`src/rtl/hl_pkg.sv`:
```
`timescale 1ns/1ps
package hl_pkg;
  typedef enum logic [1:0] {
    REG_INWORD  = 2'd0,
    REG_OUTWORD = 2'd1,
    REG_STATUS  = 2'd2,
    REG_PLEN    = 2'd3
  } reg_addr_e;

  typedef enum logic [1:0] {
    OB_IDLE  = 2'd0,
    OB_LEAD  = 2'd1,
    OB_HIGH  = 2'd2,
    OB_TRAIL = 2'd3
  } ob_state_e;

  localparam int ST_PEND = 0;
  localparam int ST_OVR  = 1;
  localparam int ST_BUSY = 2;
endpackage

```
`src/rtl/hl_rst_sync.sv`:
```
`timescale 1ns/1ps
module hl_rst_sync #(
  parameter int STAGES = 2
) (
  input  logic clk,
  input  logic rst_n_async,
  output logic rst_n_sync
);
  logic [STAGES-1:0] chain_q;
  logic [STAGES-1:0] chain_d;

  always_comb chain_d = {chain_q[STAGES-2:0], 1'b1};

  always_ff @(posedge clk or negedge rst_n_async) begin
    if (!rst_n_async) chain_q <= '0;
    else              chain_q <= chain_d;
  end

  assign rst_n_sync = chain_q[STAGES-1];
endmodule

```
`src/rtl/hl_in_capture.sv`:
```
`timescale 1ns/1ps
module hl_in_capture #(
  parameter int W           = 12,
  parameter int SYNC_STAGES = 2
) (
  input  logic         clk,
  input  logic         rst_n,
  input  logic         stb_async,
  input  logic [W-1:0] word_async,
  input  logic         rd_clr,
  output logic [W-1:0] word_q,
  output logic         pend_q,
  output logic         ovr_q,
  output logic         cap
);
  logic [SYNC_STAGES:0] shift_q;
  logic [SYNC_STAGES:0] shift_d;
  logic [W-1:0]         word_d;
  logic                 word_en;
  logic                 pend_d;
  logic                 ovr_d;

  assign cap = shift_q[SYNC_STAGES-1] & ~shift_q[SYNC_STAGES];

  always_comb begin
    shift_d = {shift_q[SYNC_STAGES-1:0], stb_async};
    word_en = cap;
    word_d  = word_async;
    pend_d  = pend_q;
    ovr_d   = ovr_q;
    if (cap) begin
      pend_d = 1'b1;
      ovr_d  = rd_clr ? 1'b0 : (ovr_q | pend_q);
    end else if (rd_clr) begin
      pend_d = 1'b0;
      ovr_d  = 1'b0;
    end
  end

  always_ff @(posedge clk or negedge rst_n) begin
    if (!rst_n) begin
      shift_q <= '0;
      pend_q  <= 1'b0;
      ovr_q   <= 1'b0;
    end else begin
      shift_q <= shift_d;
      pend_q  <= pend_d;
      ovr_q   <= ovr_d;
    end
  end

  always_ff @(posedge clk or negedge rst_n) begin
    if (!rst_n)       word_q <= '0;
    else if (word_en) word_q <= word_d;
  end
endmodule

```
`src/rtl/hl_out_strobe.sv`:
```
`timescale 1ns/1ps
module hl_out_strobe
  import hl_pkg::*;
#(
  parameter int W       = 12,
  parameter int LEN_W   = 8,
  parameter int DEF_LEN = 4
) (
  input  logic             clk,
  input  logic             rst_n,
  input  logic             wr_word,
  input  logic [W-1:0]     wdata,
  input  logic             wr_len,
  input  logic [LEN_W-1:0] len_wdata,
  output logic [W-1:0]     word_q,
  output logic             stb_q,
  output logic             busy,
  output logic [LEN_W-1:0] len_q
);
  ob_state_e        state_q, state_d;
  logic [LEN_W-1:0] cnt_q, cnt_d;
  logic             word_en;

  always_comb begin
    state_d = state_q;
    cnt_d   = cnt_q;
    word_en = 1'b0;
    unique case (state_q)
      OB_IDLE: begin
        if (wr_word) begin
          word_en = 1'b1;
          state_d = OB_LEAD;
        end
      end
      OB_LEAD: begin
        cnt_d   = (len_q == '0) ? LEN_W'(1) : len_q;
        state_d = OB_HIGH;
      end
      OB_HIGH: begin
        if (cnt_q == LEN_W'(1)) state_d = OB_TRAIL;
        else                    cnt_d   = cnt_q - LEN_W'(1);
      end
      OB_TRAIL: state_d = OB_IDLE;
      default:  state_d = OB_IDLE;
    endcase
  end

  assign busy = (state_q != OB_IDLE);

  always_ff @(posedge clk or negedge rst_n) begin
    if (!rst_n) begin
      state_q <= OB_IDLE;
      cnt_q   <= '0;
      stb_q   <= 1'b0;
    end else begin
      state_q <= state_d;
      cnt_q   <= cnt_d;
      stb_q   <= (state_d == OB_HIGH);
    end
  end

  always_ff @(posedge clk or negedge rst_n) begin
    if (!rst_n)       word_q <= '0;
    else if (word_en) word_q <= wdata;
  end

  always_ff @(posedge clk or negedge rst_n) begin
    if (!rst_n)      len_q <= LEN_W'(DEF_LEN);
    else if (wr_len) len_q <= len_wdata;
  end
endmodule

```
`src/rtl/hostlink_if.sv`:
```
`timescale 1ns/1ps
module hostlink_if
  import hl_pkg::*;
#(
  parameter int DATA_W      = 8,
  parameter int CTL_W       = 4,
  parameter int LEN_W       = 8,
  parameter int DEF_LEN     = 4,
  parameter int SYNC_STAGES = 2,
  localparam int WORD_W     = DATA_W + CTL_W
) (
  input  logic              clk,
  input  logic              rst_n,
  input  logic [WORD_W-1:0] h_word_i,
  input  logic              h_stb_i,
  output logic [WORD_W-1:0] l_word_o,
  output logic              l_stb_o,
  input  logic              bus_sel_i,
  input  logic              bus_we_i,
  input  logic [1:0]        bus_addr_i,
  input  logic [WORD_W-1:0] bus_wdata_i,
  output logic [WORD_W-1:0] bus_rdata_o,
  output logic              nmi_o
);
  logic              rst_n_int;
  logic              rd_en, wr_en;
  logic              rd_in, wr_out, wr_len;
  logic [WORD_W-1:0] in_word;
  logic              in_pend, in_ovr, in_cap;
  logic              out_busy;
  logic [LEN_W-1:0]  plen;
  logic [WORD_W-1:0] status;

  hl_rst_sync #(.STAGES(2)) u_rst (
    .clk(clk), .rst_n_async(rst_n), .rst_n_sync(rst_n_int)
  );

  always_comb begin
    rd_en  = bus_sel_i & ~bus_we_i;
    wr_en  = bus_sel_i &  bus_we_i;
    rd_in  = rd_en & (bus_addr_i == REG_INWORD);
    wr_out = wr_en & (bus_addr_i == REG_OUTWORD);
    wr_len = wr_en & (bus_addr_i == REG_PLEN);
  end

  hl_in_capture #(.W(WORD_W), .SYNC_STAGES(SYNC_STAGES)) u_in (
    .clk(clk), .rst_n(rst_n_int),
    .stb_async(h_stb_i), .word_async(h_word_i), .rd_clr(rd_in),
    .word_q(in_word), .pend_q(in_pend), .ovr_q(in_ovr), .cap(in_cap)
  );

  hl_out_strobe #(.W(WORD_W), .LEN_W(LEN_W), .DEF_LEN(DEF_LEN)) u_out (
    .clk(clk), .rst_n(rst_n_int),
    .wr_word(wr_out), .wdata(bus_wdata_i),
    .wr_len(wr_len), .len_wdata(bus_wdata_i[LEN_W-1:0]),
    .word_q(l_word_o), .stb_q(l_stb_o), .busy(out_busy), .len_q(plen)
  );

  always_comb begin
    status          = '0;
    status[ST_PEND] = in_pend;
    status[ST_OVR]  = in_ovr;
    status[ST_BUSY] = out_busy;
  end

  always_comb begin
    bus_rdata_o = '0;
    if (rd_en) begin
      unique case (bus_addr_i)
        REG_INWORD:  bus_rdata_o = in_word;
        REG_OUTWORD: bus_rdata_o = l_word_o;
        REG_STATUS:  bus_rdata_o = status;
        REG_PLEN:    bus_rdata_o = WORD_W'(plen);
        default:     bus_rdata_o = '0;
      endcase
    end
  end

  assign nmi_o = in_pend;
endmodule

```
`config.mk`:
```
export PLATFORM = sky130hd
export DESIGN_NAME = hostlink_if
export DESIGN_NICKNAME = d
export VERILOG_FILES = /design/src/rtl/hl_pkg.sv /design/src/rtl/hl_rst_sync.sv /design/src/rtl/hl_in_capture.sv /design/src/rtl/hl_out_strobe.sv /design/src/rtl/hostlink_if.sv
export SDC_FILE = /design/constraint.sdc
export NUM_CORES = 1
export LEC_CHECK = 0
export ABC_AREA = 0
export BUFFER_PORTS_ARGS = -buffer_cell sky130_fd_sc_hd__buf_2
export CAP_MARGIN = 0
export CORE_ASPECT_RATIO = 1.25
export CORE_MARGIN = 2
export CORE_UTILIZATION = 53
export DETAILED_ROUTE_END_ITERATION = 10
export PLACE_DENSITY_LB_ADDON = 0.15
export SYNTH_ARGS = -nofsm -noshare
export SYNTH_HDL_FRONTEND = slang
export SYNTH_SLANG_ARGS = --single-unit
```
`constraint.sdc`:
```
create_clock -name clk -period 1.7 [get_ports clk]
set_input_delay 0.085 -clock clk [delete_from_list [all_inputs] [get_ports clk]]
set_output_delay 0.085 -clock clk [all_outputs]
set_load 0.05 [all_outputs]
```
Word level (Yosys, flattened, before mapping)
Index checks and enable logic that the tools add are counted.
{ "word_totals": {"reg_bits": 50, "output_inout_bits": 26, "elab_cells": 50} }
{ "classes": {"n_addsub": 1, "n_eq_ne": 9, "bitwise_logic": 9, "mux": 14, "reduce_logical": 7} }
{ "op_table": {"columns": ["cell", "n"], "rows": [
  ["12-bit one-hot mux with 4 select lines", 1],
  ["8-bit two-way mux", 2],
  ["8-bit one-hot mux with 2 select lines", 1],
  ["12-bit two-way mux", 1],
  ["2-bit equality test (second input constant)", 5],
  ["8-bit by 1-bit equality test with 1-bit output (second input constant)", 1],
  ["8-bit logical NOT", 1],
  ["2-bit one-hot mux with 4 select lines", 1],
  ["8-bit by 1-bit subtractor with 8-bit output (second input constant)", 1],
  ["1-bit AND", 6],
  ["1-bit two-way mux", 6],
  ["2-bit nonzero test", 3],
  ["2-bit by 1-bit equality test with 1-bit output (second input constant)", 2],
  ["2-bit logical NOT", 2],
  ["2-bit two-way mux", 2],
  ["2-bit inequality test (second input constant)", 1],
  ["1-bit NOT", 2],
  ["2-bit AND reduction", 1],
  ["1-bit bitwise OR", 1]
]} }

Longest topological paths before layout
{ "depth": {"word_depth": 5, "ltp_mapped": 8} }

Cells and area by module
From an unflattened synthesis, not the netlist that was laid out.
{ "unflattened": {"cells_unflattened": 203, "area_unflattened_um2": 2516.2} }
{ "modules_own_cells": {"columns": ["module", "cells_per_inst", "area_each_um2", "seq_area_each_um2", "n_inst"], "rows": [
  ["hl_out_strobe", 120, 1463.9, 777.0, 1],
  ["hl_in_capture", 36, 654.4, 425.4, 1],
  ["hostlink_if", 44, 344.1, 0.0, 1],
  ["hl_rst_sync", 3, 53.8, 50.0, 1]
]} }

Least setup slack after synthesis
No wires, ideal clock.
{ "synth_path": {"path_kind": "register to output", "start": "register u_out.state_q[0]", "end": "output port bus_rdata_o[2]", "slack_ns": -0.441, "t_arrival_ns": 2.056, "path_stages_with_launch": 6, "required_time_ns": 1.615, "path_cell_list": "dfrtp_1 inv_1 ha_1 nor2_1 a21oi_1 a211oi_1"} }
{ "synth_between": {"elab_chain_len": 3} }
{ "synth_lines": {"columns": ["item", "line_no", "source"], "rows": [
  ["from (decl)", "hl_out_strobe.sv:20", "ob_state_e state_q, state_d;"],
  ["from (signal assigned)", "hl_out_strobe.sv:56", "state_q <= state_d;"],
  ["2-bit nonzero test", "hl_out_strobe.sv:48", "assign busy = (state_q != OB_IDLE);"],
  ["12-bit one-hot mux with 4 select lines", "hostlink_if.sv:69", "unique case (bus_addr_i)"],
  ["12-bit two-way mux", "hostlink_if.sv:68", "if (rd_en) begin"],
  ["to (decl)", "hostlink_if.sv:22", "output logic [WORD_W-1:0] bus_rdata_o,"]
]} }
No other way between the ends.

Final worst setup path
{ "layout_path": {"start": "register u_out.cnt_q[2]", "end": "register u_out.cnt_q[5]"} }
{ "layout_between": {"elab_chain_len": 3, "word_cells_on_any_way": 6, "classes_between": "add/sub: 1; eq/ne: 2; mux: 2; reduce/logical: 1"} }
{ "layout_lines": {"columns": ["item", "line_no", "source"], "rows": [
  ["from (decl)", "hl_out_strobe.sv:21", "logic [LEN_W-1:0] cnt_q, cnt_d;"],
  ["from (signal assigned)", "hl_out_strobe.sv:57", "cnt_q <= cnt_d;"],
  ["8-bit by 1-bit subtractor with 8-bit output / 8-bit by 1-bit equality test with 1-bit output (equally long branches)", "hl_out_strobe.sv:41, hl_out_strobe.sv:40", null],
  ["8-bit two-way mux / 2-bit inequality test (equally long branches)", null, null],
  ["8-bit one-hot mux with 2 select lines / 2-bit AND reduction (equally long branches)", null, null]
]} }
Several ways; a longest one is shown, not always the timed one. The select of a mux whose other input is x is not followed.
A chain may end at the register's enable or synchronous reset.

==> out/metrics.cfg <==
[critical_path]
critPathBufInv=1
cp_cell_sequence=or4_4 -> o32ai_4 -> buf_12 -> a21oi_1 -> o22a_1
cp.arrival_ns=1.94
cp_slowest_stage_delay_ns=0.58
critPathMaxFanout=11
critPathSlowestCell=or4_4
critPathLaunchType=register
crit_family=simple AND/OR/NAND/NOR gates
worst_setup_path_end_kind=register
critPathKind=reg -> reg
crit_required_ns=1.90

[drt]
drt-met1-wl_um=2170
wl_met2_um=2630
detail-route-antenna-nets=0
firstDrtPassIters=5
wl_um=5170
vias=1858
dr_wl_met3_um=233
top_layer=met4
route.detailed.drc=0
drtIter0Drc=91
vias_per_cell=5.37
wl_per_cell_um=14.9

[cts]
cts_tree=done
clockBufferDepth=2
numCtsBuffers=5
clock_latency_ns=0.31
root_buffer=clkbuf_8
htree_num_levels=2
clk_pin_slew_ns=0.09
cts.sinks=50

[synth]
async_flop_share=1.00
yosysUniqueCellTypes=37
yosys_warnings=0
synth_adder_area_share=0.0256
synth_xor_area_frac=0
synth_compound_area_frac=0.106
synth_edf_count=0
avgSynthCellArea_um2=11.8
syn-num-nets=244
ys.flop_type=dfrtp_1
synth_top_family_by_area=multiplexers
synth_area_mm2=0.00245
synth-simple-area-share=0.119
netlist_instances=208
ys_seq_area_frac=0.512
synth.area.mux_share=0.203
ys_ff_latch=50

[timing]
fin_ws_ns=-0.0475
rsz0062_at_grt=yes
timing.hold.ws_ns=0.00384
min_period_over_period=1.03
tns_ns=-0.200
maxSlewViolCount=0
hold_viol=0
finClkSkew_ns=0.00367
max_freq_mhz=572
finalSetupViolations=7
fin_crit_ns=1.75

[layout]
final_cells=346
final_cell_area_mm2=0.00315
final_common_cell=buf_2
diodes=0
finish.utilization=0.712
area_delta_synth_final_pct=28.8
final_cell_mix=55 x buf_2, 48 x dfrtp_1, 31 x mux2_2, 26 x nor2_1, 21 x buf_4
drive_above_1_share=0.465
regArea_mm2=0.00125
fillers=340
multiInputGateArea_mm2=0.00114
layout.nets=323

[flow_run]
max-cap-violations=0

[place]
postPlaceCellArea_mm2=0.00293
place_inst=328
gp_congestion=0.825
dp_slack_ns=-0.109
port-buffer-count=56
dp_hpwl_um=3790

[global_route]
grt_max_degree=31
grt_use_total=0.220
grt_pass1_vias=1916
antenna_found_initial=0
grt_pass1_wl_um=8760
grt_remaining_overflow=0

[die]
core_mm2=0.00443
io-pin-count=57
die_x_um=64.8
die_height_um=80.0
row_count=27
die_area_mm2=0.00518
initial_core_util=0.553

[pwr]
powerDensity_mw_per_mm2=1720
power_mw=5.42
power_leakage_nw=1.46
vdd_drop_max_mv=0.903

[outcome]
violations=setup timing
run_status=complete, but fails checks

[min_path]
hold_class=in -> reg

-- cells by family after synthesis --
group	Yosys count
other	1
AO/OA/AOI/OAI	34
multiplexers	43
buffers and inverters	19
adder cells (fa/ha/maj)	5
flip-flops	50
AND/OR/NAND/NOR	56
-- where the power goes --
| group | switching [mW] | internal [mW] |
|---|---|---|
| sequential | 0.280 | 1.57 |
| combinational | 1.57 | 1.16 |
| clock | 0.395 | 0.439 |
-- what timing repair did --
action / 4_1_cts / 5_1_grt
gates resized for setup: 4 / 1
pin swaps: 5 / 1
endpoints found under the setup margin: 9 / 11
hold buffers: 5 / 0
buffers inserted: 3 / 2
hold endpoints to repair: 6 / 0
-- state kept, by name (all words and copies together), names as in the netlist --
signal	count
u_out.state_q	2
u_out.len_q	8
u_out.stb_q	1
u_rst.chain_q	2
u_in.shift_q	3
u_in.ovr_q	1
u_out.cnt_q	8
u_in.pend_q	1
u_out.word_q	12
u_in.word_q	12
-- worst paths after layout --
check	from	to	slack, ns	depth (start not counted)
setup / recovery	u_out.cnt_q[2]	u_out.cnt_q[5]	-0.05	5
hold / removal	bus_wdata_i[8]	u_out.word_q[8]	0.004	2
setup reg to reg	u_out.cnt_q[2]	u_out.cnt_q[5]	-0.05	5
hold reg to reg	u_rst.chain_q[1]	u_in.word_q[0]	0.23	0
max in group asynchronous	u_rst.chain_q[1]	u_out.len_q[2]	0.88	1
min in group asynchronous	rst_n	u_rst.chain_q[0]	0.08	2
-- per-layer routing --
layer,track usage,vias to the layer above
li1,-,897
met1,0.267,898
met2,0.373,51
met3,0.0536,12
met4,0.0915,0
met5,0,-
-- synth_stat cells (3+ instances only) --
cell      number  area share
nor2_1        26       0.040
nand3_1        3      0.0061
o22a_1         6       0.021
a21oi_1       13       0.027
mux2_2        31        0.14
nand2_1        7       0.011
nand2b_1       4       0.010
clkbuf_1       8       0.012
mux2i_1        9       0.037
nor2b_1        5       0.013
dfrtp_1       49        0.50
o21ai_1        3      0.0061
a41oi_1        3       0.011
ha_1           5       0.026
inv_1          6      0.0092
-- final cells by class --
| type | instances | area share |
|---|---|---|
| sequential | 50 | 0.398 |
| multi-input combinational | 139 | 0.361 |
| timing repair buffer | 85 | 0.176 |
| clock buffer | 6 | 0.0230 |
| tap | 58 | 0.0230 |
| clock inverter | 2 | 0.0119 |
| inverter | 6 | 0.00715 |
(Power assumes the default switching activity.)
